File: src/rtl/fbp_pkg.sv
package fbp_pkg;
  localparam logic [7:0] CMD_ERASE_SETUP = 8'h20;
  localparam logic [7:0] CMD_ERASE_GO    = 8'hD0;
  localparam logic [7:0] CMD_WRITE_SETUP = 8'h40;
  localparam logic [7:0] CMD_STATUS      = 8'h70;
  localparam logic [7:0] CMD_CLEAR       = 8'h50;
  localparam logic [7:0] CMD_ARRAY       = 8'hFF;
  localparam logic [7:0] ERASED_BYTE     = 8'hFF;
  localparam int         READY_BIT       = 7;

  typedef enum logic [3:0] {
    S_IDLE,
    S_ERS_SETUP,
    S_ERS_GO,
    S_PRG_SETUP,
    S_PRG_SETTLE,
    S_PRG_DATA,
    S_POLL_CMD,
    S_POLL_RD,
    S_POLL_CHK,
    S_CLEAR,
    S_ARRAY,
    S_VFY_RD,
    S_VFY_CHK
  } fbp_state_e;
endpackage

File: src/rtl/fbp_index.sv
module fbp_index #(
  parameter  int COUNT = 8192,
  localparam int W     = (COUNT > 1) ? $clog2(COUNT) : 1
) (
  input  logic         clk,
  input  logic         rst_n,
  input  logic         clr,
  input  logic         inc,
  output logic [W-1:0] idx,
  output logic         last
);
  logic [W-1:0] idx_d;

  always_comb begin
    idx_d = idx;
    if (clr)      idx_d = '0;
    else if (inc) idx_d = idx + W'(1);
  end

  always_ff @(posedge clk or negedge rst_n) begin
    if (!rst_n)         idx <= '0;
    else if (clr | inc) idx <= idx_d;
  end

  assign last = (idx == W'(COUNT - 1));


  idx_wrap_chk: assert property (@(posedge clk) disable iff (!rst_n)
    (inc && !clr) |-> !last);
endmodule

File: src/rtl/fbp_poll_timer.sv
module fbp_poll_timer #(
  parameter  int LIMIT = 1000000,
  localparam int CW    = $clog2(LIMIT + 1)
) (
  input  logic clk,
  input  logic rst_n,
  input  logic clr,
  input  logic inc,
  output logic expired
);
  logic [CW-1:0] cnt_q, cnt_d;

  always_comb begin
    cnt_d = cnt_q;
    if (clr)      cnt_d = '0;
    else if (inc) cnt_d = cnt_q + CW'(1);
  end

  always_ff @(posedge clk or negedge rst_n) begin
    if (!rst_n)         cnt_q <= '0;
    else if (clr | inc) cnt_q <= cnt_d;
  end

  assign expired = (cnt_q == CW'(LIMIT));


  poll_budget_chk: assert property (@(posedge clk) disable iff (!rst_n)
    inc |-> !expired);
endmodule

File: src/rtl/flash_bank_prog.sv
module flash_bank_prog
  import fbp_pkg::*;
#(
  parameter  int BANK_BYTES = 8192,
  parameter  int NUM_BANKS  = 2,
  parameter  int POLL_LIMIT = 1000000,
  localparam int OFF_W      = $clog2(BANK_BYTES),
  localparam int BANK_W     = (NUM_BANKS > 1) ? $clog2(NUM_BANKS) : 1,
  localparam int ADDR_W     = OFF_W + BANK_W
) (
  input  logic              clk,
  input  logic              rst_n,
  input  logic              start,
  input  logic              op_prog,
  input  logic [BANK_W-1:0] bank,
  output logic              busy,
  output logic              done,
  output logic              timeout,
  output logic              verify_fail,
  output logic [2:0]        err_code,
  output logic [OFF_W-1:0]  buf_addr,
  input  logic [7:0]        buf_rdata,
  output logic [ADDR_W-1:0] fl_addr,
  output logic [7:0]        fl_wdata,
  output logic              fl_we,
  output logic              fl_re,
  input  logic [7:0]        fl_rdata
);
  logic [1:0] rst_sync;
  logic       rst_s;

  always_ff @(posedge clk or negedge rst_n) begin
    if (!rst_n) rst_sync <= 2'b00;
    else        rst_sync <= {rst_sync[0], 1'b1};
  end
  assign rst_s = rst_sync[1];

  fbp_state_e       st_q, st_d;
  logic             op_q;
  logic [BANK_W-1:0] bank_q;
  logic             idx_clr, idx_inc, idx_last;
  logic [OFF_W-1:0] idx;
  logic             poll_clr, poll_inc, poll_expired;
  logic             off_sel;
  logic             accept, ready_seen, vfy_bad;
  logic [7:0]       vfy_exp;

  fbp_index #(.COUNT(BANK_BYTES)) u_index (
    .clk(clk), .rst_n(rst_s), .clr(idx_clr), .inc(idx_inc),
    .idx(idx), .last(idx_last));

  fbp_poll_timer #(.LIMIT(POLL_LIMIT)) u_poll (
    .clk(clk), .rst_n(rst_s), .clr(poll_clr), .inc(poll_inc),
    .expired(poll_expired));

  assign accept     = (st_q == S_IDLE) && start;
  assign ready_seen = fl_rdata[READY_BIT];
  assign vfy_exp    = op_q ? buf_rdata : ERASED_BYTE;
  assign vfy_bad    = (fl_rdata != vfy_exp);

  always_comb begin
    st_d     = st_q;
    idx_clr  = 1'b0;
    idx_inc  = 1'b0;
    poll_clr = 1'b0;
    poll_inc = 1'b0;
    fl_we    = 1'b0;
    fl_re    = 1'b0;
    off_sel  = 1'b0;
    fl_wdata = 8'h00;
    case (st_q)
      S_IDLE: if (start) begin
        idx_clr = 1'b1;
        st_d    = op_prog ? S_PRG_SETUP : S_ERS_SETUP;
      end
      S_ERS_SETUP: begin
        fl_we = 1'b1; fl_wdata = CMD_ERASE_SETUP; poll_clr = 1'b1;
        st_d  = S_ERS_GO;
      end
      S_ERS_GO: begin
        fl_we = 1'b1; fl_wdata = CMD_ERASE_GO;
        st_d  = S_POLL_CMD;
      end
      S_PRG_SETUP: begin
        fl_we = 1'b1; off_sel = 1'b1; fl_wdata = CMD_WRITE_SETUP;
        poll_clr = 1'b1;
        st_d  = S_PRG_SETTLE;
      end
      S_PRG_SETTLE: st_d = S_PRG_DATA;
      S_PRG_DATA: begin
        fl_we = 1'b1; off_sel = 1'b1; fl_wdata = buf_rdata;
        st_d  = S_POLL_CMD;
      end
      S_POLL_CMD: begin
        fl_we = 1'b1; fl_wdata = CMD_STATUS; poll_inc = 1'b1;
        st_d  = S_POLL_RD;
      end
      S_POLL_RD: begin
        fl_re = 1'b1;
        st_d  = S_POLL_CHK;
      end
      S_POLL_CHK: begin
        if (ready_seen) begin
          if (op_q && !idx_last) begin
            idx_inc = 1'b1;
            st_d    = S_PRG_SETUP;
          end else begin
            st_d = S_CLEAR;
          end
        end else if (poll_expired) begin
          st_d = S_CLEAR;
        end else begin
          st_d = S_POLL_CMD;
        end
      end
      S_CLEAR: begin
        fl_we = 1'b1; fl_wdata = CMD_CLEAR;
        st_d  = S_ARRAY;
      end
      S_ARRAY: begin
        fl_we = 1'b1; fl_wdata = CMD_ARRAY; idx_clr = 1'b1;
        st_d  = S_VFY_RD;
      end
      S_VFY_RD: begin
        fl_re = 1'b1; off_sel = 1'b1;
        st_d  = S_VFY_CHK;
      end
      S_VFY_CHK: begin
        if (idx_last) st_d = S_IDLE;
        else begin
          idx_inc = 1'b1;
          st_d    = S_VFY_RD;
        end
      end
      default: st_d = S_IDLE;
    endcase
  end

  always_ff @(posedge clk or negedge rst_s) begin
    if (!rst_s) begin
      st_q        <= S_IDLE;
      op_q        <= 1'b0;
      bank_q      <= '0;
      timeout     <= 1'b0;
      verify_fail <= 1'b0;
      err_code    <= 3'b000;
      done        <= 1'b0;
    end else begin
      st_q <= st_d;
      done <= (st_q == S_VFY_CHK) && idx_last;
      if (accept) begin
        op_q        <= op_prog;
        bank_q      <= bank;
        timeout     <= 1'b0;
        verify_fail <= 1'b0;
        err_code    <= 3'b000;
      end
      if ((st_q == S_POLL_CHK) && ready_seen)
        err_code <= err_code | fl_rdata[5:3];
      if ((st_q == S_POLL_CHK) && !ready_seen && poll_expired)
        timeout <= 1'b1;
      if ((st_q == S_VFY_CHK) && vfy_bad)
        verify_fail <= 1'b1;
    end
  end

  assign busy     = (st_q != S_IDLE);
  assign buf_addr = idx;
  assign fl_addr  = {bank_q, off_sel ? idx : {OFF_W{1'b0}}};


  poll_read_follows_chk: assert property (@(posedge clk) disable iff (!rst_s)
    (st_q == S_POLL_CMD) |=> (fl_re && fl_addr == {bank_q, {OFF_W{1'b0}}}));


  strobe_excl_chk: assert property (@(posedge clk) disable iff (!rst_s)
    !(fl_we && fl_re));


  done_after_busy_chk: assert property (@(posedge clk) disable iff (!rst_s)
    done |-> (!busy && $past(busy)));


  start_ignored_chk: assert property (@(posedge clk) disable iff (!rst_s)
    (busy && start) |=> ($stable(bank_q) && $stable(op_q)));


  timeout_to_clear_chk: assert property (@(posedge clk) disable iff (!rst_s)
    $rose(timeout) |-> (st_q == S_CLEAR));
endmodule

File: config.mk
export PLATFORM = sky130hd
export DESIGN_NAME = flash_bank_prog
export DESIGN_NICKNAME = d
export VERILOG_FILES = /design/src/rtl/fbp_pkg.sv /design/src/rtl/fbp_index.sv /design/src/rtl/fbp_poll_timer.sv /design/src/rtl/flash_bank_prog.sv
export SDC_FILE = /design/constraint.sdc
export NUM_CORES = 1
export LEC_CHECK = 0
export ABC_AREA = 1
export BUFFER_PORTS_ARGS = -buffer_cell sky130_fd_sc_hd__buf_2
export CAP_MARGIN = 20
export CORE_UTILIZATION = 38
export DETAILED_ROUTE_END_ITERATION = 8
export GPL_TIMING_DRIVEN = 0
export PLACE_DENSITY_LB_ADDON = 0.2
export RECOVER_POWER = 100
export SLEW_MARGIN = 20
export SYNTH_ARGS = -nofsm -noshare
export SYNTH_HDL_FRONTEND = slang
export SYNTH_SLANG_ARGS = --single-unit
File: constraint.sdc
create_clock -name clk -period 1.54 [get_ports clk]
set_input_delay 0.077 -clock clk [delete_from_list [all_inputs] [get_ports clk]]
set_output_delay 0.077 -clock clk [all_outputs]
set_load 0.02 [all_outputs]
; ---- Word level (Yosys, flattened, before mapping)
; Cells that the tools add are included.
; W data, S select, Z words.
[op_classes]
n_mux = 30
n_addsub = 2
bitwise = 3
eq_ne = 16
reduce_logical = 23
[ops]
columns = operator, n
row1 = $pmux W8 S7, 1
row2 = $pmux W4 S12, 1
row3 = $mux W20, 2
row4 = $mux W13, 3
row5 = $add A20 B1 Y20 const B, 1
row6 = $eq A20 B20 Y1 const B, 1
row7 = $eq A4 B4 Y1 const B, 5
row8 = $mux W4, 5
row9 = $eq A4 B3 Y1 const B, 4
row10 = $add A13 B1 Y13 const B, 1
row11 = $eq A13 B13 Y1 const B, 1
row12 = $mux W1, 12
row13 = $reduce_bool A2 Y1, 5
row14 = $eq A4 B2 Y1 const B, 2
row15 = $mux W8, 1
row16 = $ne A8 B8 Y1, 1
row17 = $logic_and A1 B1 Y1, 7
row18 = $reduce_or A7 Y1, 1
row19 = $mux W3, 2
row20 = $reduce_or A2 Y1, 3
row21 = $eq A4 B1 Y1 const B, 1
row22 = $logic_not A4 Y1, 1
row23 = $pmux W1 S2, 2
row24 = $reduce_and A2 Y1, 2
row25 = other kinds (7), 9
[word_totals]
elab_cells = 84
out_inout_bits = 44
ff_bits = 47
inputBits = 21

; ---- Logic depth before layout (Yosys ltp)
[depth]
depth_word = 8
depth_mapped = 10
mapped_depth_nobuf = 10

; ---- Modules after synthesis
; A second synthesis with hierarchy kept.
[unflattened]
hier_cells = 465
hier_area_um2 = 3170.5
[modules_own_cells]
columns = mod, instances, area_per_inst_um2, cells_each, seq_area_each_um2
row1 = fbp_poll_timer, 1, 1216.2, 168, 500.5
row2 = flash_bank_prog, 1, 1161.1, 191, 350.3
row3 = fbp_index, 1, 793.3, 106, 325.3

; ---- Worst setup path after synthesis
; Ideal clock, no wire load.
[synth_timing]
kind = register to register
from = register u_index.idx[1]
to = register u_index.idx[6]
path_slack_ns = -0.146
setup_time_ns = 0.117
n_path_buf = 1
path_stages_with_launch = 10
arrival_ns = 1.568
synth_period_minus_slack_ns = 1.686
t_required_ns = 1.423
path_cell_list = dfrtp_1 ha_1 nand3_2 nor2_4 nand2_4 nand2_4 nand2_2 buf_6 nand3_1 nand2_1
[synth_between]
elab_chain_len = 8
word_cells_on_any_way = 13
cone_classes = add/sub: 1 / eq/ne: 1 / mux: 6 / bitwise: 1 / reduce/logical: 4
[synth_lines]
columns = item, line
row1 = start: declaration, fbp_index.sv:9  ; output logic [W-1:0] idx,
row2 = start signal: assignment, fbp_index.sv:22  ; else if (clr | inc) idx <= idx_d;
row3 = $eq A13 B13 Y1, fbp_index.sv:25  ; assign last = (idx == W'(COUNT - 1));
row4 = $logic_not A1 Y1, flash_bank_prog.sv:104  ; if (op_q && !idx_last) begin
row5 = $logic_and A1 B1 Y1, flash_bank_prog.sv:104
row6 = $mux W1, flash_bank_prog.sv:104
row7 = $mux W1, flash_bank_prog.sv:103  ; if (ready_seen) begin
row8 = $pmux W1 S2, flash_bank_prog.sv:71  ; case (st_q)
row9 = $reduce_bool A2 Y1 (no source line) / $or A1 B1 Y1 (equally long branches), --
row10 = $reduce_and A2 Y1 (no source line), --
; Several ways; a longest one is shown, not always the timed one. The select of a mux whose other input is x is not followed.
; A chain may end at the register's enable or synchronous reset.

; ---- Worst setup path in the final report
[layout_timing]
from = register st_q[3]
to = output port fl_addr[2]
[layout_between]
elab_chain_len = 4
word_cells_on_any_way = 6
cone_classes = eq/ne: 3 / mux: 2 / reduce/logical: 1
[layout_lines]
columns = item, line
row1 = start: declaration, flash_bank_prog.sv:38  ; fbp_state_e st_q, st_d;
row2 = start signal: assignment, flash_bank_prog.sv:149  ; st_q <= st_d;
row3 = $eq A4 B4 Y1 (tied with other cells), flash_bank_prog.sv:71
row4 = $reduce_or A3 Y1 (no source line) (*), --
row5 = $mux W1 (*), flash_bank_prog.sv:71
row6 = $mux W13 (*), flash_bank_prog.sv:169  ; assign fl_addr = {bank_q, off_sel ? idx : {OFF_W{1'b0}}};
row7 = end: declaration, flash_bank_prog.sv:23  ; output logic [ADDR_W-1:0] fl_addr,
; Every way passes the cells marked *; elsewhere a longest branch is shown, timed or not.

==> reports/metrics.yaml <==
starting_density_of_the_core: 0.391
pre_cts_setup_slack_ns: -0.147
initial_antenna_violation_count: 0
first_pass_grt_wire_length_um: 14200
mostFrequentLayoutCells: "sky130_fd_sc_hd__nand2_1, sky130_fd_sc_hd__inv_1, sky130_fd_sc_hd__nor2_1, sky130_fd_sc_hd__dfrtp_1, sky130_fd_sc_hd__buf_4"
clock-root-buffer: "sky130_fd_sc_hd__clkbuf_8"
die_height_um: 93.7
multiInputGateArea_um2: 1940
synthesized_area_per_cell_um2: 7.00
layout.nets: 578
post-layout-total-power_uw: 5810
syn-instance-count: 457
die_w_um: 93.7
outcome: "finished, violations left"
final.min_clock_period_ns: 1.68
design.die.area_um2: 8780
detail_route.vias_per_cell: 4.91
synth_cell_type_count: 36
synth.yosys.seq_area_share: 0.368
fin_ws_ns: -0.143
clockPowerShare: 0.187
area_delta_synth_final_pct: 36.8
hold_start: "op_prog"
cellInternalPower_uw: 3280
vdd.ir_drop.worst_v: 0.00121
post_route_cells_drive_above_1_share: 0.308
dp_hpwl_um: 6080
clock_tree_from_tritoncts: "yes"
synth_enable_flop_cells: 0
number_of_flip_flops_and_latches_in_the_synthesized_netlist: 47
floorplan.io_pins: 65
postSynthNetCount: 481
syn-cell-area_um2: 3200
dr_wl_met3_um: 382
power.switching_fraction: 0.435
port_buffers: 64
post_dp_cell_area_um2: 3690
cp_max_fo: 6
timing.hold.ws_ns: 0.0333
grt_util_all_layers: 0.206
worst_ep_required_time_ns: 1.46
critical_path_class: "register to output port"
achievable-frequency_mhz: 594
number_of_setup_violations_in_the_final_report: 39
core-area_um2: 8180
comb_power_share: 0.529
power.switching_uw: 2530
path_cells: "inv_2 > nand2_4 > nor2_4 > nor2_4 > buf_6 > nor2_2 > buf_6"
cts.reportedPaths.clkPinSlew_ns: 0.10
power.density_nw_per_um2: 1330
first_iter_violations: 112
timing.critical_path.arrival_ns: 1.61
reg2reg_from: "st_q[3]"
rsz0062_at_grt: "true"
drv_cap: 0
globalRoute.totalOverflow: 0
cp-startpoint: "st_q[3]"
leakagePower_uw: 0.00219
routed-wl-met2_um: 4240
timing.critical_path.slowest_cell_delay_ns: 0.45
cts.htree.levels: 2
p_seq_frac: 0.284
maxUsedRoutingLayer: "met4"
final_antenna_net_count: 0
clock_skew_ns: 0.0124
last_weighted_congestion_value_of_the_routability_driven_placer: 0.840
layout_commonest_cell: "sky130_fd_sc_hd__nand2_1"
timing_max_transition_violations_final: 0
ys_async_sr_fraction: 1.00
routedLengthMet1_um: 3970
yosysWarnings: 0
worst-slew-pin-transition_ns: 0.710
failed_checks: "DRC, setup timing"
max_slew_margin: 0.527
setup.worst_path.start_class: "register"
fin_crit_sh: 1.09
detail_route.first_pass.iterations: 7
placementRows: 33
cp_slowest_cell: "sky130_fd_sc_hd__dfrtp_2"
finish.utilization: 0.535
grt_max_degree: 30
layout_filler_cell_count: 783
drc_errors: 2
clk_latency_ns: 0.31
wl_per_cell_um: 13.4
fin_area_um2: 4370
worstHoldPathType: "input pin to register"
critical_path.endpoint_type: "output port"
postSynth.topFlopCell: "sky130_fd_sc_hd__dfrtp_1"
grt_pass1_vias: 3087
cts_sinks: 47
final-hold-violation-count: 0
wirelength_um: 8820
detailed_route_via_count: 3241
numCtsBuffers: 5
antennaDiodeCount: 0
ff_latch_area_um2: 1180
cts-root-to-sink-buffers: 2
-- stage by stage --
| stage | std cells | TNS, ns |
|---|---|---|
| final | 660 | -2.44 |
| after detailed placement | 627 | -2.17 |
| after CTS | 652 | -2.17 |
| after floorplan | 457 | 0 |
| after global placement | 626 | -26.63 |
| after global routing | 660 | -6.14 |
-- worst max-delay path, delay by kind of cell (launching register included) --
kind,cells,cell delay (ns)
buffers and inverters,3,0.39
and+or+nand+nor,4,0.44
DFF,1,0.45
-- per-layer routing --
layer | global-route usage | vias to the layer above
li1 | - | 1633
met1 | 0.274 | 1506
met2 | 0.330 | 79
met3 | 0.0453 | 23
met4 | 0.0705 | 0
met5 | 0 | -
-- power groups by stage --
| stage | combinational (µW) | clock [µW] | sequential [µW] |
|---|---|---|---|
| floorplan | 1550 | 0 | 1700 |
| global placement | 2200 | 0 | 1670 |
| detailed placement | 2250 | 0 | 1660 |
| CTS | 2740 | 1110 | 1620 |
| global route | 3340 | 1170 | 1670 |
| finish | 3080 | 1090 | 1650 |
-- logic make-up (layout without fill, tap and decap cells) --
group | after synthesis | in the layout | synth area share
AO/OA/AOI/OAI | 33 | 33 | 0.0579
XOR/XNOR | 19 | 19 | 0.0521
adder cells (fa/ha/maj) | 3 | 3 | 0.0117
buffers and inverters | 80 | 178 | 0.103
flip-flops | 47 | 47 | 0.368
multiplexers | 2 | 2 | 0.00704
other | 1 | 1 | 0.00117
AND/OR/NAND/NOR | 272 | 272 | 0.399
-- Yosys cell counts, types with 4 or more instances --
cell type	instances	area [µm²]
sky130_fd_sc_hd__nand4_1	21	131
sky130_fd_sc_hd__nor3_1	5	25.0
sky130_fd_sc_hd__buf_4	5	37.5
sky130_fd_sc_hd__nand3_1	32	160
sky130_fd_sc_hd__o21ai_0	12	60.1
sky130_fd_sc_hd__nor2_4	4	45.0
sky130_fd_sc_hd__inv_1	65	244
sky130_fd_sc_hd__xor2_1	15	131
sky130_fd_sc_hd__inv_2	6	22.5
sky130_fd_sc_hd__nand2_1	120	450
sky130_fd_sc_hd__nand2_2	5	31.3
sky130_fd_sc_hd__xnor2_1	4	35.0
sky130_fd_sc_hd__dfrtp_1	47	1180
sky130_fd_sc_hd__nand2_4	5	56.3
sky130_fd_sc_hd__a21oi_1	12	60.1
sky130_fd_sc_hd__nor2_2	4	25.0
sky130_fd_sc_hd__nor2_1	65	244
-- layout make-up --
cell class | instances | area share
well taps | 105 | 0.0301
clock buffers | 6 | 0.0166
plain buffers | 9 | 0.0192
clock inverters | 2 | 0.0137
inverters | 71 | 0.0610
multi-input cells | 330 | 0.443
flip-flops and latches | 47 | 0.271
repair buffers | 90 | 0.146
-- final timing paths --
check / end / cells past startpoint / slack (ns)
max reg2reg: u_poll.cnt_q[18] / 10 / -0.06
max: fl_addr[2] / 7 / -0.14
min reg2reg: err_code[1] / 0 / 0.30
min: op_q / 2 / 0.03
max in group asynchronous: u_index.idx[1] / 1 / 0.25
min in group asynchronous: rst_sync[1] / 2 / 0.08
-- sequential cells by signal, indices dropped and copies added, names as in the netlist --
signal	count
st_q	4
timeout	1
bank_q	1
verify_fail	1
u_poll.cnt_q	20
op_q	1
done	1
err_code	3
rst_sync	2
u_index.idx	13
-- what timing repair did --
item	in CTS	in global routing
setup buffers	14	8
hold buffers	2	0
hold endpoints to repair	3	0
setup endpoints to repair	40	54
gates cloned	1	0
gates resized for setup	51	69
pin swaps	5	21
Note: power is estimated with default switching activity, not from simulation.
